==> src/rtl/vd_pkg.sv <==
package vd_pkg;
  // threshold in 64-bit double-words for one line of luma bytes
  function automatic int thr_dw(input int line_samples);
    return line_samples / 8;
  endfunction

  // number of threshold-sized requests in one field
  function automatic int field_reqs(input int line_samples, input int lines);
    return (line_samples * lines) / (thr_dw(line_samples) * 8);
  endfunction

  // 32-bit words moved per luma request
  function automatic int luma_words(input int line_samples);
    return thr_dw(line_samples) * 2;
  endfunction

  // register addresses
  localparam logic [1:0] A_CTRL = 2'd0;
  localparam logic [1:0] A_IE   = 2'd1;
  localparam logic [1:0] A_STAT = 2'd2;

  typedef struct packed {
    logic cont;
    logic blk;
    logic halt;
    logic en;
  } ctrl_t;
endpackage

==> src/rtl/vd_drain.sv <==
module vd_drain #(
  parameter int THR_BYTES = 720,
  parameter int N0 = 244,
  parameter int N1 = 243,
  localparam int NMAX = (N0 > N1) ? N0 : N1,
  localparam int CNT_W = $clog2(NMAX + 1),
  localparam int SAMP_W = (THR_BYTES > 1) ? $clog2(THR_BYTES) : 1
) (
  input  logic             clk,
  input  logic             rst_n,
  input  logic             fld_acc,
  input  logic             fld_id,
  input  logic             take,
  output logic             due,
  output logic             frame_end,
  output logic [CNT_W-1:0] cur_lim
);
  logic              fid_q;
  logic [SAMP_W-1:0] samp_q;
  logic [CNT_W-1:0]  chunk_q;
  logic              full, accept, wrap, last_chunk;

  assign cur_lim    = fid_q ? CNT_W'(N1) : CNT_W'(N0);
  assign full       = (chunk_q == cur_lim);
  assign accept     = take && !full && !fld_acc;
  assign wrap       = accept && (samp_q == SAMP_W'(THR_BYTES - 1));
  assign last_chunk = (chunk_q + 1'b1) == cur_lim;
  assign due        = fld_acc || (wrap && !last_chunk);
  assign frame_end  = wrap && last_chunk && fid_q;

  always_ff @(posedge clk) begin
    if (!rst_n) begin
      fid_q   <= 1'b1;
      samp_q  <= '0;
      chunk_q <= CNT_W'(N1);
    end else if (fld_acc) begin
      fid_q   <= fld_id;
      samp_q  <= '0;
      chunk_q <= '0;
    end else if (accept) begin
      if (wrap) begin
        samp_q  <= '0;
        chunk_q <= chunk_q + 1'b1;
      end else begin
        samp_q <= samp_q + 1'b1;
      end
    end
  end

  // completion only reported for the second field
  p_end_second_field_r6: assert property (@(posedge clk) disable iff (!rst_n)
    frame_end |=> (fid_q && (chunk_q == CNT_W'(N1))));
endmodule

==> src/rtl/vd_req_issue.sv <==
module vd_req_issue #(
  parameter int CNT_W = 8
) (
  input  logic clk,
  input  logic rst_n,
  input  logic due,
  input  logic blk,
  output logic req
);
  logic [CNT_W:0] pend_q;
  logic           issue;

  assign issue = !blk && (pend_q != '0);

  always_ff @(posedge clk) begin
    if (!rst_n) begin
      pend_q <= '0;
      req    <= 1'b0;
    end else begin
      pend_q <= pend_q + (CNT_W+1)'(due) - (CNT_W+1)'(issue);
      req    <= issue;
    end
  end

  // a withheld channel stays quiet
  p_blk_quiet_r4: assert property (@(posedge clk) disable iff (!rst_n)
    blk |=> !req);
  // a due request while unblocked is issued in one of the next cycles
  p_pend_issues_r4: assert property (@(posedge clk) disable iff (!rst_n)
    (due && !blk && pend_q == '0) |=> (blk || req || pend_q != '0));
endmodule

==> src/rtl/vd_regs.sv <==
module vd_regs
  import vd_pkg::*;
(
  input  logic       clk,
  input  logic       rst_n,
  input  logic       wr_en,
  input  logic [1:0] wr_addr,
  input  logic [3:0] wr_data,
  input  logic [1:0] rd_addr,
  output logic [3:0] rd_data,
  input  logic       frame_end,
  input  logic       und_evt,
  output ctrl_t      ctrl,
  output logic       frm_done,
  output logic       cmp_st,
  output logic       und_st,
  output logic       irq
);
  logic [2:0] ie_q;
  logic       w_ctrl, w_ie, w_stat;

  assign w_ctrl = wr_en && (wr_addr == A_CTRL);
  assign w_ie   = wr_en && (wr_addr == A_IE);
  assign w_stat = wr_en && (wr_addr == A_STAT);

  always_ff @(posedge clk) begin
    if (!rst_n) begin
      ctrl     <= '{cont: 1'b0, blk: 1'b1, halt: 1'b1, en: 1'b0};
      ie_q     <= '0;
      frm_done <= 1'b0;
      cmp_st   <= 1'b0;
      und_st   <= 1'b0;
    end else begin
      if (w_ctrl) ctrl <= ctrl_t'(wr_data);
      if (w_ie)   ie_q <= wr_data[2:0];
      frm_done <= frame_end || (frm_done && !(w_stat && wr_data[0]));
      cmp_st   <= frame_end || (cmp_st   && !(w_stat && wr_data[1]));
      und_st   <= und_evt   || (und_st   && !(w_stat && wr_data[2]));
    end
  end

  assign irq = ie_q[2] && ((ie_q[0] && cmp_st) || (ie_q[1] && und_st));

  always_comb begin
    unique case (rd_addr)
      A_CTRL:  rd_data = ctrl;
      A_IE:    rd_data = {1'b0, ie_q};
      A_STAT:  rd_data = {1'b0, und_st, cmp_st, frm_done};
      default: rd_data = '0;
    endcase
  end

  // set event wins over a same-cycle clear
  p_set_wins_r9: assert property (@(posedge clk) disable iff (!rst_n)
    frame_end |=> (frm_done && cmp_st));
  // a zero write does not clear the underrun bit
  p_zero_write_keeps_r9: assert property (@(posedge clk) disable iff (!rst_n)
    (und_st && !(w_stat && wr_data[2])) |=> und_st);
  // enabled underrun with global enable raises the line
  p_irq_und_r10: assert property (@(posedge clk) disable iff (!rst_n)
    (und_st && ie_q[1] && ie_q[2]) |-> irq);
endmodule

==> src/rtl/vd_refill_ctl.sv <==
module vd_refill_ctl
  import vd_pkg::*;
#(
  parameter int LINE_SAMPLES = 720,
  parameter int F0_LINES = 244,
  parameter int F1_LINES = 243,
  parameter int PIX_W = 8,
  parameter logic [PIX_W-1:0] BLANK = PIX_W'(8'h10),
  localparam int THR_DW = thr_dw(LINE_SAMPLES),
  localparam int THR_BYTES = THR_DW * 8,
  localparam int N0 = field_reqs(LINE_SAMPLES, F0_LINES),
  localparam int N1 = field_reqs(LINE_SAMPLES, F1_LINES),
  localparam int NMAX = (N0 > N1) ? N0 : N1,
  localparam int CNT_W = $clog2(NMAX + 1),
  localparam int LEN_W = $clog2(luma_words(LINE_SAMPLES) + 1)
) (
  input  logic             clk,
  input  logic             rst_n,
  input  logic             fld_start,
  input  logic             fld_id,
  input  logic             cons,
  input  logic             fifo_empty,
  input  logic [PIX_W-1:0] pix_in,
  output logic [PIX_W-1:0] pix_out,
  output logic             disp_run,
  output logic             req_y,
  output logic             req_cb,
  output logic             req_cr,
  output logic [LEN_W-1:0] req_y_len,
  output logic [LEN_W-1:0] req_c_len,
  input  logic             wr_en,
  input  logic [1:0]       wr_addr,
  input  logic [3:0]       wr_data,
  input  logic [1:0]       rd_addr,
  output logic [3:0]       rd_data,
  output logic             irq
);
  localparam int NCH = 3;

  ctrl_t            ctrl;
  logic             frm_done, cmp_st, und_st;
  logic             fld_acc, take, und_evt, due, frame_end;
  logic [CNT_W-1:0] cur_lim;
  logic [NCH-1:0]   req_vec;

  assign disp_run = ctrl.en && !ctrl.halt && !(!ctrl.cont && frm_done);
  assign fld_acc  = fld_start && disp_run;
  assign take     = cons && disp_run;
  assign und_evt  = take && fifo_empty;
  assign pix_out  = fifo_empty ? BLANK : pix_in;

  assign req_y_len = LEN_W'(luma_words(LINE_SAMPLES));
  assign req_c_len = LEN_W'(THR_DW);

  vd_regs u_regs (
    .clk(clk), .rst_n(rst_n), .wr_en(wr_en), .wr_addr(wr_addr),
    .wr_data(wr_data), .rd_addr(rd_addr), .rd_data(rd_data),
    .frame_end(frame_end), .und_evt(und_evt), .ctrl(ctrl),
    .frm_done(frm_done), .cmp_st(cmp_st), .und_st(und_st), .irq(irq)
  );

  vd_drain #(.THR_BYTES(THR_BYTES), .N0(N0), .N1(N1)) u_drain (
    .clk(clk), .rst_n(rst_n), .fld_acc(fld_acc), .fld_id(fld_id),
    .take(take), .due(due), .frame_end(frame_end), .cur_lim(cur_lim)
  );

  // one issuer per channel: luma, blue chroma, red chroma
  for (genvar c = 0; c < NCH; c++) begin : g_ch
    vd_req_issue #(.CNT_W(CNT_W)) u_iss (
      .clk(clk), .rst_n(rst_n), .due(due), .blk(ctrl.blk), .req(req_vec[c])
    );
  end

  assign req_y  = req_vec[0];
  assign req_cb = req_vec[1];
  assign req_cr = req_vec[2];

  // per-field due counter for the cap check
  logic [CNT_W:0] due_cnt;
  always_ff @(posedge clk) begin
    if (!rst_n)       due_cnt <= '0;
    else if (fld_acc) due_cnt <= (CNT_W+1)'(1);
    else if (due)     due_cnt <= due_cnt + 1'b1;
  end

  // never more than the programmed count in a field
  p_field_cap_r2: assert property (@(posedge clk) disable iff (!rst_n)
    (due && !fld_acc) |-> (due_cnt < (CNT_W+1)'(cur_lim)));
  // the three channels move in lockstep
  p_req_lockstep_r3: assert property (@(posedge clk) disable iff (!rst_n)
    (req_y == req_cb) && (req_cb == req_cr));
  // non-continuous mode stops after the frame
  p_halt_done_r7: assert property (@(posedge clk) disable iff (!rst_n)
    (frame_end && !ctrl.cont) |=> !disp_run);
  // underrun is latched
  p_und_latch_r8: assert property (@(posedge clk) disable iff (!rst_n)
    und_evt |=> und_st);
endmodule

==> config.mk <==
export PLATFORM = sky130hd
export DESIGN_NAME = vd_refill_ctl
export DESIGN_NICKNAME = d
export VERILOG_FILES = /design/src/rtl/vd_pkg.sv /design/src/rtl/vd_drain.sv /design/src/rtl/vd_req_issue.sv /design/src/rtl/vd_regs.sv /design/src/rtl/vd_refill_ctl.sv
export SDC_FILE = /design/constraint.sdc
export NUM_CORES = 1
export LEC_CHECK = 0
export CAP_MARGIN = 20
export CORE_MARGIN = 1.5
export CORE_UTILIZATION = 64
export DETAILED_ROUTE_END_ITERATION = 6
export DONT_BUFFER_PORTS = 1
export PLACE_DENSITY_LB_ADDON = 0.2
export SLEW_MARGIN = 20
export SYNTH_ARGS = -nofsm -noshare
export SYNTH_HDL_FRONTEND = slang
export SYNTH_SLANG_ARGS = --single-unit
==> constraint.sdc <==
create_clock -name clk -period 4.51 [get_ports clk]
set_clock_uncertainty 0.1 [all_clocks]
set_input_delay 0.2255 -clock clk [delete_from_list [all_inputs] [get_ports clk]]
set_output_delay 0.2255 -clock clk [all_outputs]
set_load 0.01 [all_outputs]
Word-level counts from Yosys, hierarchy flattened --
Index checks and enable logic that the tools add are counted.
Cells by class: equality and inequality tests 7, mux-type cells 7, reductions and logical operators 52, bitwise gates (word level) 1, add/sub/neg operators 8
Operators by type and width (number):
- 2-to-1 mux 8 bit | 4
- adder 9 x 1 -> 9 bit | 3
- logical AND 1 bit | 27
- nonzero test 9 bit | 3
- subtractor 9 x 1 -> 9 bit | 3
- == test 8 bit | 2
- case mux 4 bit (3 select lines) | 1
- adder 10 x 1 -> 10 bit, second input constant | 1
- == test 10 bit, second input constant | 1
- logical NOT 1 bit | 10
- 2-to-1 mux 10 bit | 1
- adder 8 x 1 -> 8 bit, second input constant | 1
- logical OR 1 bit | 5
- == test 2 x 1 -> 1 bit, second input constant | 2
- == test 2 bit, second input constant | 2
- logical NOT 2 bit | 2
- AND reduction 2 bit | 2
- nonzero test 2 bit | 2
- 2-to-1 mux 3 bit | 1
- OR reduction 2 bit | 1
- inverter 1 bit | 1
Storage, ports and cells: logic and storage cells 93, output and inout port bits 33, bits in registers 59, input port bits 23

Longest topological paths before layout --
Gate-level depths: netlist of run 1.
depth after elaboration 12, mapped depth 16, gate-level depth less buffers 16

Cells and area by module --
Synthesis of run 1 repeated with hierarchy kept, for this count alone.
Unflattened totals: cells, all modules 508, area, all modules 4394.2 um^2
Modules (own cells, without submodules):
- vd_req_issue | cells an instance 85, area each 763.2 um^2, sequential area each 200.2 um^2, times used 3
- vd_drain | cells an instance 167, area each 1342.5 um^2, sequential area each 380.4 um^2, times used 1
- vd_regs | cells an instance 54, area each 499.2 um^2, sequential area each 200.2 um^2, times used 1
- vd_refill_ctl | cells an instance 32, area each 262.8 um^2, sequential area each 0.0 um^2, times used 1

Worst setup path before layout of run 1 --
No wires, ideal clock.
kind register to register, start register u_drain.chunk_q[0], end register g_ch[0].u_iss.pend_q[8], period minus slack after synthesis 3671 ps, arrival 3448 ps, setup time 122 ps, setup slack 839 ps, required time 4288 ps, buffers on the path 0, cell stages (with the launch flop) 17, cells stage by stage dfxtp_1 > ha_1 > or3b_2 > mux2i_1 > nand2_1 > or4_1 > a21boi_0 > ha_1 > inv_1 > ha_1 > inv_1 > fa_1 > nand2b_1 > a21oi_1 > o21a_1 > o22ai_1 > mux2i_1
Between the ends: word-level cells in the longest chain between the ends 9, elaborated cells between the ends (all ways) 12, those cells by class add/sub (3); eq/ne (2); reduce/logical (7)
Ends and longest elaborated chain:
- start, declared | RTL line vd_drain.sv:20 | logic [CNT_W-1:0] chunk_q;
- start signal, assigned | RTL line vd_drain.sv:35 | chunk_q <= CNT_W'(N1);
- start signal, assigned | RTL line vd_drain.sv:43 | chunk_q <= chunk_q + 1'b1;
- branches (longest 5 deep; another with adder 8 x 1 -> 8 bit)
- logical AND 1 bit (*) | RTL line vd_drain.sv:28 | assign due = fld_acc || (wrap && !last_chunk);
- logical OR 1 bit (*) | RTL line vd_drain.sv:28
- adder 9 x 1 -> 9 bit (*) | RTL line vd_req_issue.sv:20 | pend_q <= pend_q + (CNT_W+1)'(due) - (CNT_W+1)'(issue);
- subtractor 9 x 1 -> 9 bit (*) | RTL line vd_req_issue.sv:20
- end signal, assigned | RTL line vd_req_issue.sv:20
- end, declared | RTL line vd_req_issue.sv:10 | logic [CNT_W:0] pend_q;
Mark *: on every way between the ends. A chain may end at the register's enable or synchronous reset.

Final worst setup path of run 1 --
Ends and elaborated chain as after synthesis.

==> out/metrics.csv, run 1 <==
metric;value;unit
layout_common_cells;59 x dfxtp_1, 41 x inv_1, 38 x ha_1, 37 x nor2_1, 30 x nand3_1;
synthDominantCellAreaShare;0.305;
sw_frac_of_total;0.379;
row_count;28;
start_util;0.659;
p_int;1.36;mW
min_period;4.03;ns
stdcell_count;550;
via_count;3182;
fin_nets;535;
period_share;0.894;
combPwrFrac;0.478;
cp_data_required_time;4.64;ns
path_common_cell;ha_1;
clockBufferDepth;2;
wl_per_cell;15.2;um
initialDrtViolationCount;184;
ant_nets;0;
hold_class;in2reg;
cts_sinks;59;
netlist_top_cells_area;dfxtp_1 30%, ha_1 12%, inv_1 4.0%;
cap_viol_max_count;0;
synth_warnings;0;
switchingPower;832;uW
syn_area_per_cell;8.38;um^2
power.density;529;nW/um^2
cts_tree;built;
wirelength;8340;um
place_congestion;0.867;
leakage;1.79;nW
critPathTopFamily;simple AND/OR/NAND/NOR gates;
crit_path_end_kind;flip-flop;
grt_usage;0.268;
setup_viol;0;
path_cells;ha_1, or3b_2, mux2i_1, nand2_1, or4_1, a21boi_0, ha_1, inv_1, ha_1, inv_1, fa_1, nand2b_1, a21oi_1, o21a_1, o22ai_1, mux2i_1;
setup_tns;0;ns
antennaDiodeCount;0;
dp_cells;525;
crit_fanout;9;
die_height;80.9;um
async_reset_ff_frac;0;
synth_cell_types;57;
firstDrtPassIters;4;
cp.arrival;4.16;ns
synthesis.area;3880;um^2
ios;56;
fillers;468;
grt_max_degree;34;
cts_resized;0;
cts_hold_buf;10;
critPathMaxStageDelay;0.47;ns
overflow;0;
dp_hpwl;5560;um
final_common_cell;dfxtp_1;
viasPerCell;5.79;
cts_max_level;3;
numCtsBuffers;9;
synth_edf_count;0;
yosysTopAreaCell;dfxtp_1;
crit_type;reg2reg;
syn_inst;463;
p_clk_frac;0.220;
grt_pass1_vias;2966;
ys.flop_type;dfxtp_1;
cp-start-kind;flip-flop;
core;5890;um^2
antenna_found_initial;0;
cp_slowest_cell;or4_1;
grt_first_pass_wirelength;13400;um
yosysSeqAreaShare;0.305;
status;complete, no violations;
maxSlewHeadroom;0.307;
rsz0062_at_grt;false;
slew_viol_final;0;
max-vdd-ir-drop;0.000319;V
cts_root_buf;clkbuf_8;
clk_latency;0.34;ns
drc;0;
max_freq;248;MHz
cts_setup_buffers;0;
drive_above_1_share;0.0653;
cp_num_buf_inv;2;
synth-seq-cells;59;
tightest_slew;1.04;ns
portBuffers;0;
fp.dieW;80.9;um
finalHoldViolations;0;
clkTransAtPathRegs;0.06;ns
die_area;6540;um^2
p_seq_frac;0.302;
syn2layout_area_growth;7.06;%
[layout make-up]
class                           count  area [um^2]  share of cell area
Multi-Input combinational cell    349         2410               0.581
Sequential cell                    59         1180               0.284
Clock buffer                       13          159              0.0383
Inverter                           41          154              0.0371
Timing Repair Buffer               11          118              0.0283
Tap cell                           75         93.8              0.0226
Clock inverter                      2         35.0             0.00844
[cells in the mapped netlist (all sizes together) (2+ instances only)]
| library cell | instances |
|---|---|
| ha | 38 |
| buf | 19 |
| or2b | 2 |
| and3 | 6 |
| or3 | 5 |
| fa | 3 |
| or4 | 5 |
| xor2 | 15 |
| a21o | 9 |
| or2 | 6 |
| nor2b | 13 |
| nand4 | 7 |
| conb | 2 |
| a21oi | 16 |
| o21a | 4 |
| mux2i | 15 |
| nor2 | 37 |
| a31oi | 7 |
| nor4 | 9 |
| and2 | 7 |
| nand2 | 27 |
| clkbuf | 9 |
| dfxtp | 59 |
| nand2b | 4 |
| nand4b | 2 |
| nor3b | 3 |
| xnor2 | 7 |
| or3b | 3 |
| o311ai | 2 |
| inv | 41 |
| o211ai | 9 |
| o22ai | 2 |
| nand3b | 6 |
| nand3 | 30 |
| o21ai | 8 |
| nor3 | 12 |
[power groups by stage]
stage	Clock (mW)	Sequential, mW	Combinational [mW]
6_report	0.484	0.663	1.05
5_1_grt	0.516	0.672	1.19
4_1_cts	0.492	0.662	1.04
3_5_place_dp	0	0.673	1.02
3_3_place_gp	0	0.671	0.984
2_1_floorplan	0	0.658	0.866
[kinds of logic after synthesis]
kind of cell / after synthesis / synth area share
adders and majority gates: 41 / 0.138
other: 2 / 0.00194
and+or+nand+nor: 188 / 0.265
xor gates and xnor gates: 22 / 0.0497
buffers and inverters: 69 / 0.0871
muxes: 15 / 0.0387
AOI/OAI and AO/OA: 67 / 0.115
DFF: 59 / 0.305
[stage by stage]
stage	setup slack (ns)	hold slack (ns)	total power [mW]	util	cell area, um^2
after CTS	0.544	0.00116	2.19	0.706	4150
after global routing	0.248	0.0124	2.38	0.706	4150
after global placement	0.660	0.197	1.66	0.654	3850
after detailed placement	0.567	0.198	1.69	0.654	3850
after floorplan	0.839	0.254	1.52	-	3930
final	0.477	0.0120	2.19	0.706	4150
[layer usage]
layer	track usage	vias up	wire [um]
met4	0.0966	0	114
met2	0.463	63	4330
met1	0.315	1511	3540
li1	-	1597	-
met3	0.0764	11	349
met5	0	-	0
[worst register-to-register path, cell delays in order, from the launching register on]
cell and delay, ns:
dfxtp_1 0.44, ha_1 0.30, or3b_2 0.44, mux2i_1 0.16
nand2_1 0.07, or4_1 0.47, a21boi_0 0.19, ha_1 0.25
inv_1 0.05, ha_1 0.17, inv_1 0.07, fa_1 0.39
nand2b_1 0.16, a21oi_1 0.22, o21a_1 0.21, o22ai_1 0.11
mux2i_1 0.12
[path summary, 6_finish.rpt]
check                                                startpoint                                 end  slack, ns  cells after the start
worst max-delay path            u_drain.chunk_q[0]$_SDFFE_PN1P_  g_ch[0].u_iss.pend_q[8]$_SDFF_PN0_       0.48                     16
worst min-delay path                                      rst_n  g_ch[0].u_iss.pend_q[6]$_SDFF_PN0_       0.01                      3
worst max register to register  u_drain.chunk_q[0]$_SDFFE_PN1P_  g_ch[0].u_iss.pend_q[8]$_SDFF_PN0_       0.48                     16
worst min register to register   u_drain.samp_q[1]$_SDFFE_PP0N_      u_drain.samp_q[1]$_SDFFE_PP0N_       0.39                      2
[sequential cells by signal (all words and copies together) (netlist names), 3 cells and up]
register	count
g_ch.u_iss.pend_q	27
u_drain.samp_q	10
g_ch.u_iss.req	3
u_regs.ctrl	4
u_drain.chunk_q	8
u_regs.ie_q	3
(Power assumes the default switching activity.)
==> run 2: changes to the inputs <==
Settings changed: CORE_UTILIZATION 64 to 67, CTS_BUF_LIST set to sky130_fd_sc_hd__clkbuf_2, SYNTH_HIERARCHICAL set to 1.
==> out/metrics.csv, run 2 <==
metric;value;unit;change
status;complete, no violations;;
wirelength;9470;um;+14%
via_count;3753;;+18%
clk_latency;0.52;ns;+0.18 ns
layout_common_cells;59 x dfxtp_1, 49 x inv_1, 38 x ha_1, 33 x nand2_1, 18 x a21oi_1;;
overflow;0;;unchanged
largest_reg_flops;27;;unchanged
cp.arrival;3.88;ns;-0.28 ns
crit_fanout;11;;+2
finalHoldViolations;0;;unchanged
min_from;cons;;
die_height;83.4;um;+3.2%
antennaDiodeCount;0;;unchanged
leakage;2.02;nW;+13%
cp-startpoint;u_drain/chunk_q[0]$_SDFFE_PN1P_;;
drive_above_1_share;0.0913;;+0.0260
numCtsBuffers;9;;unchanged
critPathCapture;g_ch[0].u_iss/pend_q[8]$_SDFF_PN0_;;
cts_tree;built;;
dp_hpwl;6310;um;+13%
cp-start-kind;flip-flop;;
cap_viol_max_count;0;;unchanged
antenna_found_initial;1;;+1
setup_viol;0;;unchanged
period_share;0.789;;-0.106
start_util;0.686;;+0.0275
grt_pass1_vias;3515;;+19%
cts_root_buf;clkbuf_2;;
rrSetupSlack;0.95;ns;+0.48 ns
synth_warnings;6;;+6
cts_sinks;59;;unchanged
fin_nets;575;;+7.5%
hold_class;in2reg;;
row_count;29;;+3.6%
syn_area_per_cell;8.69;um^2;+3.7%
cp_slowest_cell;dfxtp_1;;
clkTransAtPathRegs;0.17;ns;+0.11 ns
crit_type;reg2reg;;
regMostFlops;g_ch.u_iss/pend_q;;
reg_top3;g_ch.u_iss/pend_q x27, u_drain/samp_q x10, u_drain/chunk_q x8;;
wl_per_cell;16.0;um;+5.6%
stdcell_count;592;;+7.6%
grt_max_degree;65;;+91%
synthesis.area;4330;um^2;+12%
r2r_end;g_ch[0].u_iss/pend_q[8]$_SDFF_PN0_;;
place_congestion;0.901;;+3.9%
ant_nets;0;;unchanged
pre_cts_ws;1.04;ns;+0.473 ns
grt_usage;0.278;;+0.0100
firstDrtPassIters;4;;unchanged
slew_viol_final;0;;unchanged
maxSlewHeadroom;0.398;;+0.0914
fp.dieW;83.4;um;+3.2%
tightest_slew;0.902;ns;-0.137 ns
core;6310;um^2;+7.3%
worstRegToRegCells;12;;-4
path_cells;ha_1, a21oi_1, o21a_1, o311ai_0, a21o_1, ha_1, inv_1, fa_1, nand2b_1, a211oi_1, o31ai_1, and3b_1;;
cp_data_required_time;4.83;ns;+0.19 ns
rsz0062_at_grt;false;;
initialDrtViolationCount;282;;+53%
viasPerCell;6.34;;+9.6%
min_period;3.56;ns;-0.476 ns
crit_path_end_kind;flip-flop;;
fillers;487;;+4.1%
syn_inst;499;;+7.8%
cts_resized;0;;unchanged
portBuffers;0;;unchanged
syn2layout_area_growth;6.64;%;
final_common_cell;dfxtp_1;;
timing.rr.start;u_drain/chunk_q[0]$_SDFFE_PN1P_;;
die_area;6960;um^2;+6.5%
path_common_cell;ha_1;;
setup_tns;0;ns;unchanged
cts_hold_buf;18;;+8
drc;0;;unchanged
post_dp_cell_area;4280;um^2;+11%
cts_max_level;3;;unchanged
fin_util;0.732;;+0.0265
max-vdd-ir-drop;0.000450;V;+41%
dp_cells;559;;+6.5%
fin_ws;0.953;ns;+0.476 ns
power.density;493;nW/um^2;-6.8%
ios;56;;unchanged
critPathMaxStageDelay;0.57;ns;+0.10 ns
grt_first_pass_wirelength;15800;um;+18%
design_area;4620;um^2;+11%
max_freq;281;MHz;+13%
cts_setup_buffers;0;;unchanged
clockBufferDepth;2;;unchanged
[run 2: cell types whose count changed in the layout (fill, tap and decap cells not counted), sizes merged, moves of 9 or more]
cell    change
nand3      -24
nor3       -10
nor2       -23
nand2b      +9
xor2        -9
[run 2: worst min path at each step]
stage	cells past startpoint	slack (ns)	endpoint
floorplan	1	0.21	u_drain/chunk_q[0]$_SDFFE_PN1P_
global placement	1	0.23	u_regs/ctrl[1]$_SDFFE_PN1P_
detailed placement	1	0.23	u_regs/ctrl[1]$_SDFFE_PN1P_
CTS	3	0.08	u_drain/chunk_q[5]$_SDFFE_PN1P_
global route	3	0.11	u_drain/chunk_q[5]$_SDFFE_PN1P_
finish	3	0.12	u_drain/chunk_q[5]$_SDFFE_PN1P_
[run 2: routing by layer]
metal,routed length [um],vias up,track usage
li1,-,1816,-
met1,4180,1764,0.341
met2,4420,137,0.449
met3,509,34,0.0626
met4,353,2,0.159
met5,10,-,0
[run 2: area by class of cell]
type | instances | area [um^2] | area share
Sequential cell | 59 | 1180 | 0.256
Multi-Input combinational cell | 374 | 2820 | 0.610
Clock buffer | 9 | 45.0 | 0.00975
Inverter | 49 | 184 | 0.0398
Tap cell | 77 | 96.3 | 0.0208
Timing Repair Buffer | 18 | 190 | 0.0411
Clock inverter | 6 | 105 | 0.0227
[run 2: through the flow]
stage	power (mW)	hold slack [ns]
CTS	2.27	0.0802
global placement	1.76	0.225
global route	2.46	0.114
detailed placement	1.80	0.226
finish	2.28	0.115
floorplan	1.63	0.214
[run 2: power by group]
group	internal [mW]	leakage, nW	switching, mW
Combinational	0.567	1.44	0.602
Clock	0.234	0.0915	0.208
Sequential	0.612	0.483	0.0550
[run 2: critical path, delay by kind of cell (launching register included)]
family                     cells  cell delay [ns]
AOI/OAI and AO/OA              6             1.38
adders and majority gates      3             0.98
DFF                            1             0.57
and+or+nand+nor                2             0.37
buffers and inverters          1             0.06
==> run 3: changes to the inputs <==
Settings changed: ABC_AREA set to 1.
Clock period 4.51 ns to 3.36 ns, I/O delays scaled along.
==> out/metrics.csv, run 3 <==
metric;value;unit;change
start_util;0.687;;about the same
whs;0.219;ns;+0.104 ns
drc;0;;unchanged
cts_sinks;59;;unchanged
grt_usage;0.268;;-0.00980
cp_slowest_cell;dfxtp_1;;
grt_first_pass_wirelength;15200;um;-4.1%
path_cells;ha_1, nand3_1, nor2_1, xor2_1, nor2_1, nand3_1, nand2_1, nand2_1, ha_1, inv_1, fa_1, inv_1, nand2_1, nand2_1, nand3b_2, a21oi_1, nor2_1;;
cts_max_level;3;;unchanged
layout_common_cells;120 x nand2_1, 118 x inv_1, 82 x nor2_1, 59 x dfxtp_1, 46 x nand3_1;;
status;complete, no violations;;
crit_fanout;8;;-3
setup_viol;0;;unchanged
dp_cells;701;;+25%
stdcell_count;740;;+25%
antenna_found_initial;0;;-1
cp.arrival;3.33;ns;-0.55 ns
finalHoldViolations;0;;unchanged
place_congestion;0.913;;+1.3%
syn2layout_area_growth;6.04;%;
initialDrtViolationCount;141;;-50%
row_count;29;;unchanged
syn_inst;634;;+27%
overflow;0;;unchanged
synth_warnings;6;;unchanged
fin_nets;722;;+26%
period_share;0.898;;+0.109
cts_root_buf;clkbuf_2;;
final_common_cell;nand2_1;;
firstDrtPassIters;4;;unchanged
antennaDiodeCount;0;;unchanged
wl_per_cell;11.7;um;-27%
leakage;2.41;nW;+20%
grt_pass1_vias;3683;;+4.8%
cts_resized;0;;unchanged
via_count;3781;;+0.75%
syn_area_per_cell;6.80;um^2;-22%
core;6280;um^2;-0.57%
drive_above_1_share;0.0995;;+0.00829
slew_viol_final;0;;unchanged
die_area;6920;um^2;-0.53%
regMostFlops;g_ch.u_iss/pend_q;;
die_height;83.2;um;-0.26%
largest_reg_flops;27;;unchanged
cp-start-kind;flip-flop;;
path_common_cell;nand2_1;;
max_freq;332;MHz;+18%
hold_class;in2reg;;
cts_tree;built;;
crit_type;reg2reg;;
fillers;510;;+4.7%
clk_latency;0.52;ns;about the same
cp_num_buf_inv;2;;+1
max-vdd-ir-drop;0.000498;V;+11%
critPathTopFamily;simple AND/OR/NAND/NOR gates;;
synthesis.area;4310;um^2;-0.55%
grt_max_degree;44;;-32%
critPathMaxStageDelay;0.51;ns;-0.06 ns
power.density;636;nW/um^2;+29%
ios;56;;unchanged
portBuffers;0;;unchanged
cp_data_required_time;3.67;ns;-1.16 ns
min_period;3.02;ns;-0.541 ns
cap_viol_max_count;0;;unchanged
clockBufferDepth;2;;unchanged
setup_tns;0;ns;unchanged
clkTransAtPathRegs;0.18;ns;about the same
reg_top3;g_ch.u_iss/pend_q x27, u_drain/samp_q x10, u_drain/chunk_q x8;;
dp_hpwl;6110;um;-3.1%
fp.dieW;83.2;um;-0.26%
ant_nets;0;;unchanged
crit_path_end_kind;flip-flop;;
wirelength;8640;um;-8.8%
rsz0062_at_grt;false;;
viasPerCell;5.11;;-19%
numCtsBuffers;9;;unchanged
## run 3: cell count changes in the layout (fill, tap and decap cells not counted), sizes merged, moves of 9 or more
cell,before,now
or4,10,0
nand2,34,130
nand2b,13,0
and2,14,3
inv,49,133
mux2i,16,0
a31oi,14,0
and3,9,0
nor2,14,88
a21oi,18,34
nand3,6,57
nor2b,16,0
## run 3: report_power, final
part           internal [mW]  switching [mW]
clock network         0.0863           0.261
logic                  0.657            1.00
registers              0.827          0.0776
total                   1.57            1.34
## run 3: cell type report
type	count	area (um^2)	area share
well taps	77	96.3	0.0211
inverters	134	504	0.110
flip-flops and latches	59	1180	0.258
repair buffers	24	248	0.0542
multi-input cells	430	2470	0.540
clock inverters	6	22.5	0.00493
clock buffers	10	50.0	0.0109
## run 3: through the flow
step            util  instance area, um^2  power, mW  setup slack [ns]
6_report       0.728                 4570       2.91             0.344
2_1_floorplan      -                 4360       2.30             0.732
3_3_place_gp   0.678                 4260       2.48             0.524
5_1_grt        0.728                 4570       3.22            0.0695
4_1_cts        0.728                 4570       2.93             0.406
3_5_place_dp   0.678                 4260       2.55             0.427
## run 3: final timing paths
path	from	endpoint	slack (ns)	cells after the start
max	u_drain/chunk_q[0]$_SDFFE_PN1P_	g_ch[0].u_iss/pend_q[6]$_SDFF_PN0_	0.34	17
min	fld_id	u_drain/fid_q$_SDFFE_PN1P_	0.22	3
max reg2reg	u_drain/chunk_q[0]$_SDFFE_PN1P_	g_ch[0].u_iss/pend_q[6]$_SDFF_PN0_	0.34	17
min reg2reg	u_drain/samp_q[1]$_SDFFE_PP0N_	u_drain/samp_q[1]$_SDFFE_PP0N_	0.39	2
## run 3: what timing repair did
item,CTS,global route
hold buffers,23,0
endpoints found under the hold margin,54,0
buffers inserted,0,0
## run 3: worst register-to-register path: cells and delay by family, from the launching register on
kind | cells | cell delay (ns)
DFF | 1 | 0.51
xor gates and xnor gates | 1 | 0.25
buffers and inverters | 2 | 0.14
AOI/OAI and AO/OA | 1 | 0.15
and+or+nand+nor | 10 | 0.95
adders and majority gates | 3 | 0.79
## run 3: metal layers
| layer | routed length [um] | GRT usage | vias to the layer above | part of all wire |
|---|---|---|---|---|
| met2 | 4400 | 0.477 | 89 | 0.51 |
| met3 | 341 | 0.0467 | 23 | 0.039 |
| met4 | 257 | 0.159 | 0 | 0.030 |
| li1 | - | - | 1981 | - |
| met1 | 3640 | 0.298 | 1688 | 0.42 |
| met5 | 0 | 0 | - | 0 |
